[config.mk]
export PLATFORM = sky130hd
export DESIGN_NAME = bishift_top
export DESIGN_NICKNAME = d
export VERILOG_FILES = /design/src/rtl/bishift_pkg.sv /design/src/rtl/shf_mirror.sv /design/src/rtl/shf_stage.sv /design/src/rtl/shf_ctrl.sv /design/src/rtl/shf_datapath.sv /design/src/rtl/bishift_top.sv
export SDC_FILE = /design/constraint.sdc
export NUM_CORES = 1
export LEC_CHECK = 0
export BUFFER_PORTS_ARGS = -buffer_cell sky130_fd_sc_hd__buf_2
export CORE_MARGIN = 5
export CORE_UTILIZATION = 50
export DETAILED_ROUTE_END_ITERATION = 6
export GPL_TIMING_DRIVEN = 0
export PLACE_DENSITY_LB_ADDON = 0.15
export SYNTH_ARGS = -nofsm -noshare
export SYNTH_HDL_FRONTEND = slang
export SYNTH_SLANG_ARGS = --single-unit
export TNS_END_PERCENT = 50
[constraint.sdc]
create_clock -name clk -period 2 [get_ports clk]
set_clock_uncertainty 0.05 [all_clocks]
set_input_delay 0.1 -clock clk [delete_from_list [all_inputs] [get_ports clk]]
set_output_delay 0.1 -clock clk [all_outputs]
set_load 0.005 [all_outputs]
[src/rtl/bishift_pkg.sv]
package bishift_pkg;

  localparam int unsigned DEF_DATA_W = 16;

  // strobes from control to datapath
  typedef struct packed {
    logic mirror;     // shift toward MSB via bit reversal
    logic arithFill;  // right shift fills with the top bit
  } shfStrobe_t;

endpackage

[src/rtl/shf_mirror.sv]
module shf_mirror #(
  parameter int unsigned WIDTH = 16
) (
  input  logic             en,
  input  logic [WIDTH-1:0] inWord,
  output logic [WIDTH-1:0] outWord
);

  logic [WIDTH-1:0] flipped;

  for (genvar b = 0; b < WIDTH; b++) begin : g_flip
    assign flipped[b] = inWord[WIDTH-1-b];
  end

  assign outWord = en ? flipped : inWord;

endmodule

[src/rtl/shf_stage.sv]
module shf_stage #(
  parameter int unsigned WIDTH = 16,
  parameter int unsigned DIST  = 1
) (
  input  logic             en,
  input  logic             fill,
  input  logic [WIDTH-1:0] inWord,
  output logic [WIDTH-1:0] outWord
);

  // one 2:1 mux per bit; upper DIST bits take the fill value when moved
  for (genvar b = 0; b < WIDTH; b++) begin : g_mux
    if (b + DIST < WIDTH) begin : g_take
      assign outWord[b] = en ? inWord[b+DIST] : inWord[b];
    end else begin : g_fill
      assign outWord[b] = en ? fill : inWord[b];
    end
  end

endmodule

[src/rtl/shf_ctrl.sv]
module shf_ctrl
  import bishift_pkg::*;
#(
  parameter int unsigned AMT_W = 4
) (
  input  logic             clk,
  input  logic             rst,
  input  logic [AMT_W-1:0] shiftAmt,
  input  logic             goRight,
  input  logic             signedMode,
  output logic [AMT_W-1:0] stageEn,
  output shfStrobe_t       strobe
);

  logic [AMT_W-1:0] amtReg;
  logic             rightReg;
  logic             signReg;

  always_ff @(posedge clk) begin
    if (rst) begin
      amtReg   <= '0;
      rightReg <= 1'b0;
      signReg  <= 1'b0;
    end else begin
      amtReg   <= shiftAmt;
      rightReg <= goRight;
      signReg  <= signedMode;
    end
  end

  assign stageEn          = amtReg;
  assign strobe.mirror    = ~rightReg;
  assign strobe.arithFill = rightReg & signReg;

endmodule

[src/rtl/shf_datapath.sv]
module shf_datapath
  import bishift_pkg::*;
#(
  parameter int unsigned WIDTH = 16,
  parameter int unsigned AMT_W = 4
) (
  input  logic             clk,
  input  logic             rst,
  input  logic [WIDTH-1:0] dataIn,
  input  logic [AMT_W-1:0] stageEn,
  input  shfStrobe_t       strobe,
  output logic [WIDTH-1:0] dataOut
);

  logic [WIDTH-1:0] dataReg;
  logic [WIDTH-1:0] chain [AMT_W+1];
  logic             fillBit;

  always_ff @(posedge clk) begin
    if (rst) dataReg <= '0;
    else     dataReg <= dataIn;
  end

  assign fillBit = strobe.arithFill & dataReg[WIDTH-1];

  shf_mirror #(.WIDTH(WIDTH)) mirrorIn_i (
    .en(strobe.mirror), .inWord(dataReg), .outWord(chain[0])
  );

  for (genvar s = 0; s < AMT_W; s++) begin : g_stage
    shf_stage #(.WIDTH(WIDTH), .DIST(1 << s)) stage_i (
      .en(stageEn[s]), .fill(fillBit),
      .inWord(chain[s]), .outWord(chain[s+1])
    );
  end

  shf_mirror #(.WIDTH(WIDTH)) mirrorOut_i (
    .en(strobe.mirror), .inWord(chain[AMT_W]), .outWord(dataOut)
  );

endmodule

[src/rtl/bishift_top.sv]
module bishift_top
  import bishift_pkg::*;
#(
  parameter int unsigned WIDTH = DEF_DATA_W,
  localparam int unsigned AMT_W = $clog2(WIDTH)
) (
  input  logic             clk,
  input  logic             rst,
  input  logic [WIDTH-1:0] dataIn,
  input  logic [AMT_W-1:0] shiftAmt,
  input  logic             goRight,
  input  logic             signedMode,
  output logic [WIDTH-1:0] dataOut
);

  logic [AMT_W-1:0] stageEn;
  shfStrobe_t       strobe;

  shf_ctrl #(.AMT_W(AMT_W)) ctrl_i (
    .clk(clk), .rst(rst), .shiftAmt(shiftAmt), .goRight(goRight),
    .signedMode(signedMode), .stageEn(stageEn), .strobe(strobe)
  );

  shf_datapath #(.WIDTH(WIDTH), .AMT_W(AMT_W)) dp_i (
    .clk(clk), .rst(rst), .dataIn(dataIn), .stageEn(stageEn),
    .strobe(strobe), .dataOut(dataOut)
  );

endmodule

==> flow_summary.rst <==
.. list-table::
   :header-rows: 1

   * - Metric
     - Value
   * - Cell at the root of the clock tree
     - sky130_fd_sc_hd__clkbuf_8
   * - Critical path cell sequence
     - buf_6 > buf_8 > mux4_2 > mux4_2 > a2bb2oi_2 > mux2i_1 > buf_2
   * - Max-slew headroom at the worst pin
     - 65.7%
   * - Buf+Inv Stages, Crit Path
     - 3
   * - Number of ports placed on the die boundary
     - 40
   * - Area of the multi-input gates
     - 1540 µm²
   * - Required arrival time at the worst endpoint
     - 1.85 ns
   * - Die width
     - 72.1 µm
   * - Synth warnings
     - 0
   * - Setup repair after global routing missed its margin
     - yes
   * - Relative area change from synthesis to final layout
     - 34.7%
   * - Detailed-route vias per instance
     - 6.25
   * - Critical path launch point type
     - flip-flop
   * - Mean area per synthesized cell
     - 9.53 µm²
   * - Count of flip-flops with a built-in enable after synthesis
     - 0
   * - Path type of the worst setup path
     - flip-flop to output pin
   * - Max FO, Critical Path
     - 6
   * - Outcome
     - finished, violations left
   * - Post-route worst setup slack
     - -0.484 ns
   * - Post-detailed-route DRC marker count
     - 0
   * - Endpoint kind of the worst setup timing path
     - output pin
   * - Initial antenna violation count
     - 0
   * - Seq/Total Area, Yosys
     - 22.9%
   * - Setup TNS after final layout
     - -6.36 ns
   * - Shortest period the worst path allows
     - 2.48 ns
   * - Number of nets in the synthesized netlist
     - 226
   * - Maximum clock frequency
     - 0.403 GHz
   * - Area taken by flip-flops and latches
     - 443 µm²
   * - Cell area after synthesis
     - 1930 µm²
   * - Arrival time at the worst endpoint
     - 2.33 ns
   * - Total of buffers placed on input and output ports
     - 39
   * - Depth of the CTS H-tree
     - 1
   * - Transition time at the pin with the least slew margin
     - 0.515 ns
   * - Cell type of the slowest stage on the worst timing path
     - sky130_fd_sc_hd__mux4_2
   * - Initial standard-cell utilization of the core
     - 52.2%
   * - Wire length of the first global-routing pass
     - 9110 µm
   * - Router iterations before antenna repair
     - 4
   * - Most common cell type on the critical path
     - sky130_fd_sc_hd__mux4_2
   * - Overflow left after global routing
     - 0
   * - Top library cells by usage in the layout, fill and taps aside
     - 41 x sky130_fd_sc_hd__buf_2, 22 x sky130_fd_sc_hd__nor2b_1, 20 x sky130_fd_sc_hd__mux4_2, 20 x sky130_fd_sc_hd__dfxtp_1, 17 x sky130_fd_sc_hd__nand2_1
   * - Pin count of the biggest net entering global routing
     - 12
   * - Post-synth ARST share
     - 0%
   * - Sinks on the clock net
     - 22
   * - Count of mapped cells out of synthesis
     - 202
   * - DIE AREA
     - 5190 µm²
   * - Pwr/cell area
     - 495 nW/µm²
   * - Pre-CTS WS
     - -0.284 ns
   * - Wire length reported by the detailed router
     - 5540 µm
   * - Number of global-route vias before repair
     - 1908
   * - End point of the worst hold path
     - dp_i.dataReg[5]
   * - Static Leak
     - 1.05 nW
   * - Antenna Cells
     - 0
   * - Post-route non-filler standard cell count
     - 311
   * - First DRT Iteration DRCs
     - 239
   * - Clock buffer count from CTS
     - 3
   * - NumNets Final
     - 289
   * - DR vias
     - 1943
   * - Final setup vio count
     - 16
   * - Die span in y
     - 72.1 µm
   * - Final worst-path cycle share
     - 124%
   * - HP Start
     - dataIn[5]
   * - Wire per inst
     - 17.8 µm
   * - Final Max Slew Viols
     - 0
   * - Flop and latch count out of synthesis
     - 22
   * - Hold Vio Cnt, Final
     - 0
   * - Longest Clk Path Bufs
     - 2
   * - CP peak stage delay
     - 0.55 ns
   * - Placed wire-length estimate after detailed placement
     - 3950 µm
   * - Hold Crit Class
     - input port to flip-flop
   * - Most common library cell in the layout ignoring fill and taps
     - sky130_fd_sc_hd__buf_2
   * - Routed Antenna Nets
     - 0
   * - Number of inserted filler cells in the final layout
     - 295
   * - CTS tree
     - built
   * - Count of cell types in the netlist
     - 43
   * - Layout cells sized above 1
     - 43.7%
   * - Core Region
     - 3690 µm²
   * - Failing checks
     - negative setup slack
   * - Worst supply voltage drop on vdd
     - 450 µV
   * - Hold Path Cell Cnt
     - 2
   * - Std-Cell Rows
     - 22
   * - Main flop type after synthesis
     - sky130_fd_sc_hd__dfxtp_1
   * - Global placer's final weighted congestion
     - 0.919
   * - Placed Instances
     - 289
   * - Placed Instance Area
     - 2190 µm²
   * - Dominant delay contributor by cell family on the critical path
     - multiplexers
   * - Clock transition at the registers of the reported paths
     - 0.07 ns
   * - Post-route standard cell area excluding fillers
     - 2590 µm²
   * - Combined global-route utilization of all metal layers
     - 22.1%
   * - Count of max-cap constraint violations
     - 0
## per-layer routing
metal / vias up / share of wire [%] / global-route usage, %
met5: - / 0 / 0
met1: 931 / 39 / 27.7
met3: 13 / 7.6 / 2.35
li1: 900 / - / -
met2: 99 / 51 / 38.9
met4: 0 / 2.1 / 8.77
## report_power, final
group	internal (mW)	leakage (nW)	switching (mW)
clock network	0.134	0.0216	0.115
registers	0.463	0.184	0.0365
logic	0.285	0.849	0.250
total	0.882	1.05	0.402
## repair_timing
action | 4_1_cts | 5_1_grt
hold endpoints to repair | 10 | 0
setup endpoints to repair | 16 | 16
cloned | 0 | 0
hold buffers | 9 | 0
buffers inserted | 10 | 2
pin swaps | 5 | 10
gates resized for setup | 27 | 17
## through the flow
step / hold slack [ns] / utilization [%] / power (mW)
2_1_floorplan: 0.122 / - / 0.799
3_3_place_gp: 0.255 / 59.5 / 0.927
3_5_place_dp: 0.257 / 59.5 / 0.932
4_1_cts: 0.0000828 / 68.4 / 1.26
5_1_grt: 0.00298 / 70.3 / 1.35
6_report: 0.00500 / 70.3 / 1.28
## synth_stat cells (2+ instances only)
cell type / n / area (µm²)
sky130_fd_sc_hd__inv_1: 2 / 7.51
sky130_fd_sc_hd__o21ai_0: 6 / 30.0
sky130_fd_sc_hd__a21oi_1: 10 / 50.1
sky130_fd_sc_hd__nand2_1: 17 / 63.8
sky130_fd_sc_hd__o41a_1: 2 / 22.5
sky130_fd_sc_hd__a32o_1: 2 / 20.0
sky130_fd_sc_hd__o211ai_1: 2 / 15.0
sky130_fd_sc_hd__buf_4: 2 / 15.0
sky130_fd_sc_hd__dfxtp_1: 22 / 440
sky130_fd_sc_hd__o21ai_1: 6 / 30.0
sky130_fd_sc_hd__a211o_1: 2 / 17.5
sky130_fd_sc_hd__inv_2: 2 / 7.51
sky130_fd_sc_hd__a2bb2oi_1: 2 / 17.5
sky130_fd_sc_hd__mux4_2: 20 / 450
sky130_fd_sc_hd__and3_1: 2 / 12.5
sky130_fd_sc_hd__nor2b_1: 22 / 138
sky130_fd_sc_hd__nand2b_1: 2 / 12.5
sky130_fd_sc_hd__nor2_1: 13 / 48.8
sky130_fd_sc_hd__buf_2: 4 / 20.0
sky130_fd_sc_hd__mux2i_1: 18 / 180
sky130_fd_sc_hd__mux2_2: 4 / 45.0
sky130_fd_sc_hd__nor3_1: 4 / 20.0
sky130_fd_sc_hd__o32ai_1: 3 / 26.3
sky130_fd_sc_hd__clkbuf_1: 11 / 41.3
sky130_fd_sc_hd__a22oi_1: 4 / 30.0
## cell families (layout without fill, tap and decap cells)
family	count (synthesis)	after routing	synth area share [%]
DFF	22	22	22.9
buffers and inverters	22	83	5.33
muxes	43	43	35.7
AOI/OAI and AO/OA	50	50	19.0
and+or+nand+nor	64	64	16.6
xor gates and xnor gates	1	1	0.455
## flip-flops by register name, summed over array words and instances, names as in the netlist
register	flops
dp_i.dataReg	16
ctrl_i.stageEn	4
ctrl_i.signReg	1
ctrl_i.rightReg	1
## worst max path at each step
stage / startpoint / endpoint / depth (start not counted)
floorplan: ctrl_i.rightReg / dataOut[7] / 6
global placement: ctrl_i.rightReg / dataOut[12] / 7
detailed placement: ctrl_i.rightReg / dataOut[3] / 7
CTS: ctrl_i.rightReg / dataOut[5] / 7
global route: ctrl_i.rightReg / dataOut[5] / 7
finish: ctrl_i.rightReg / dataOut[10] / 7
## cell type report
type / instances / share of cell area [%]
Multi-Input combinational cell: 158 / 59.3
Sequential cell: 22 / 17.1
Timing Repair Buffer: 60 / 15.5
Buffer: 16 / 3.57
Tap cell: 48 / 2.32
Clock buffer: 3 / 1.59
Inverter: 4 / 0.579
Power figures use the tool's default switching activity.
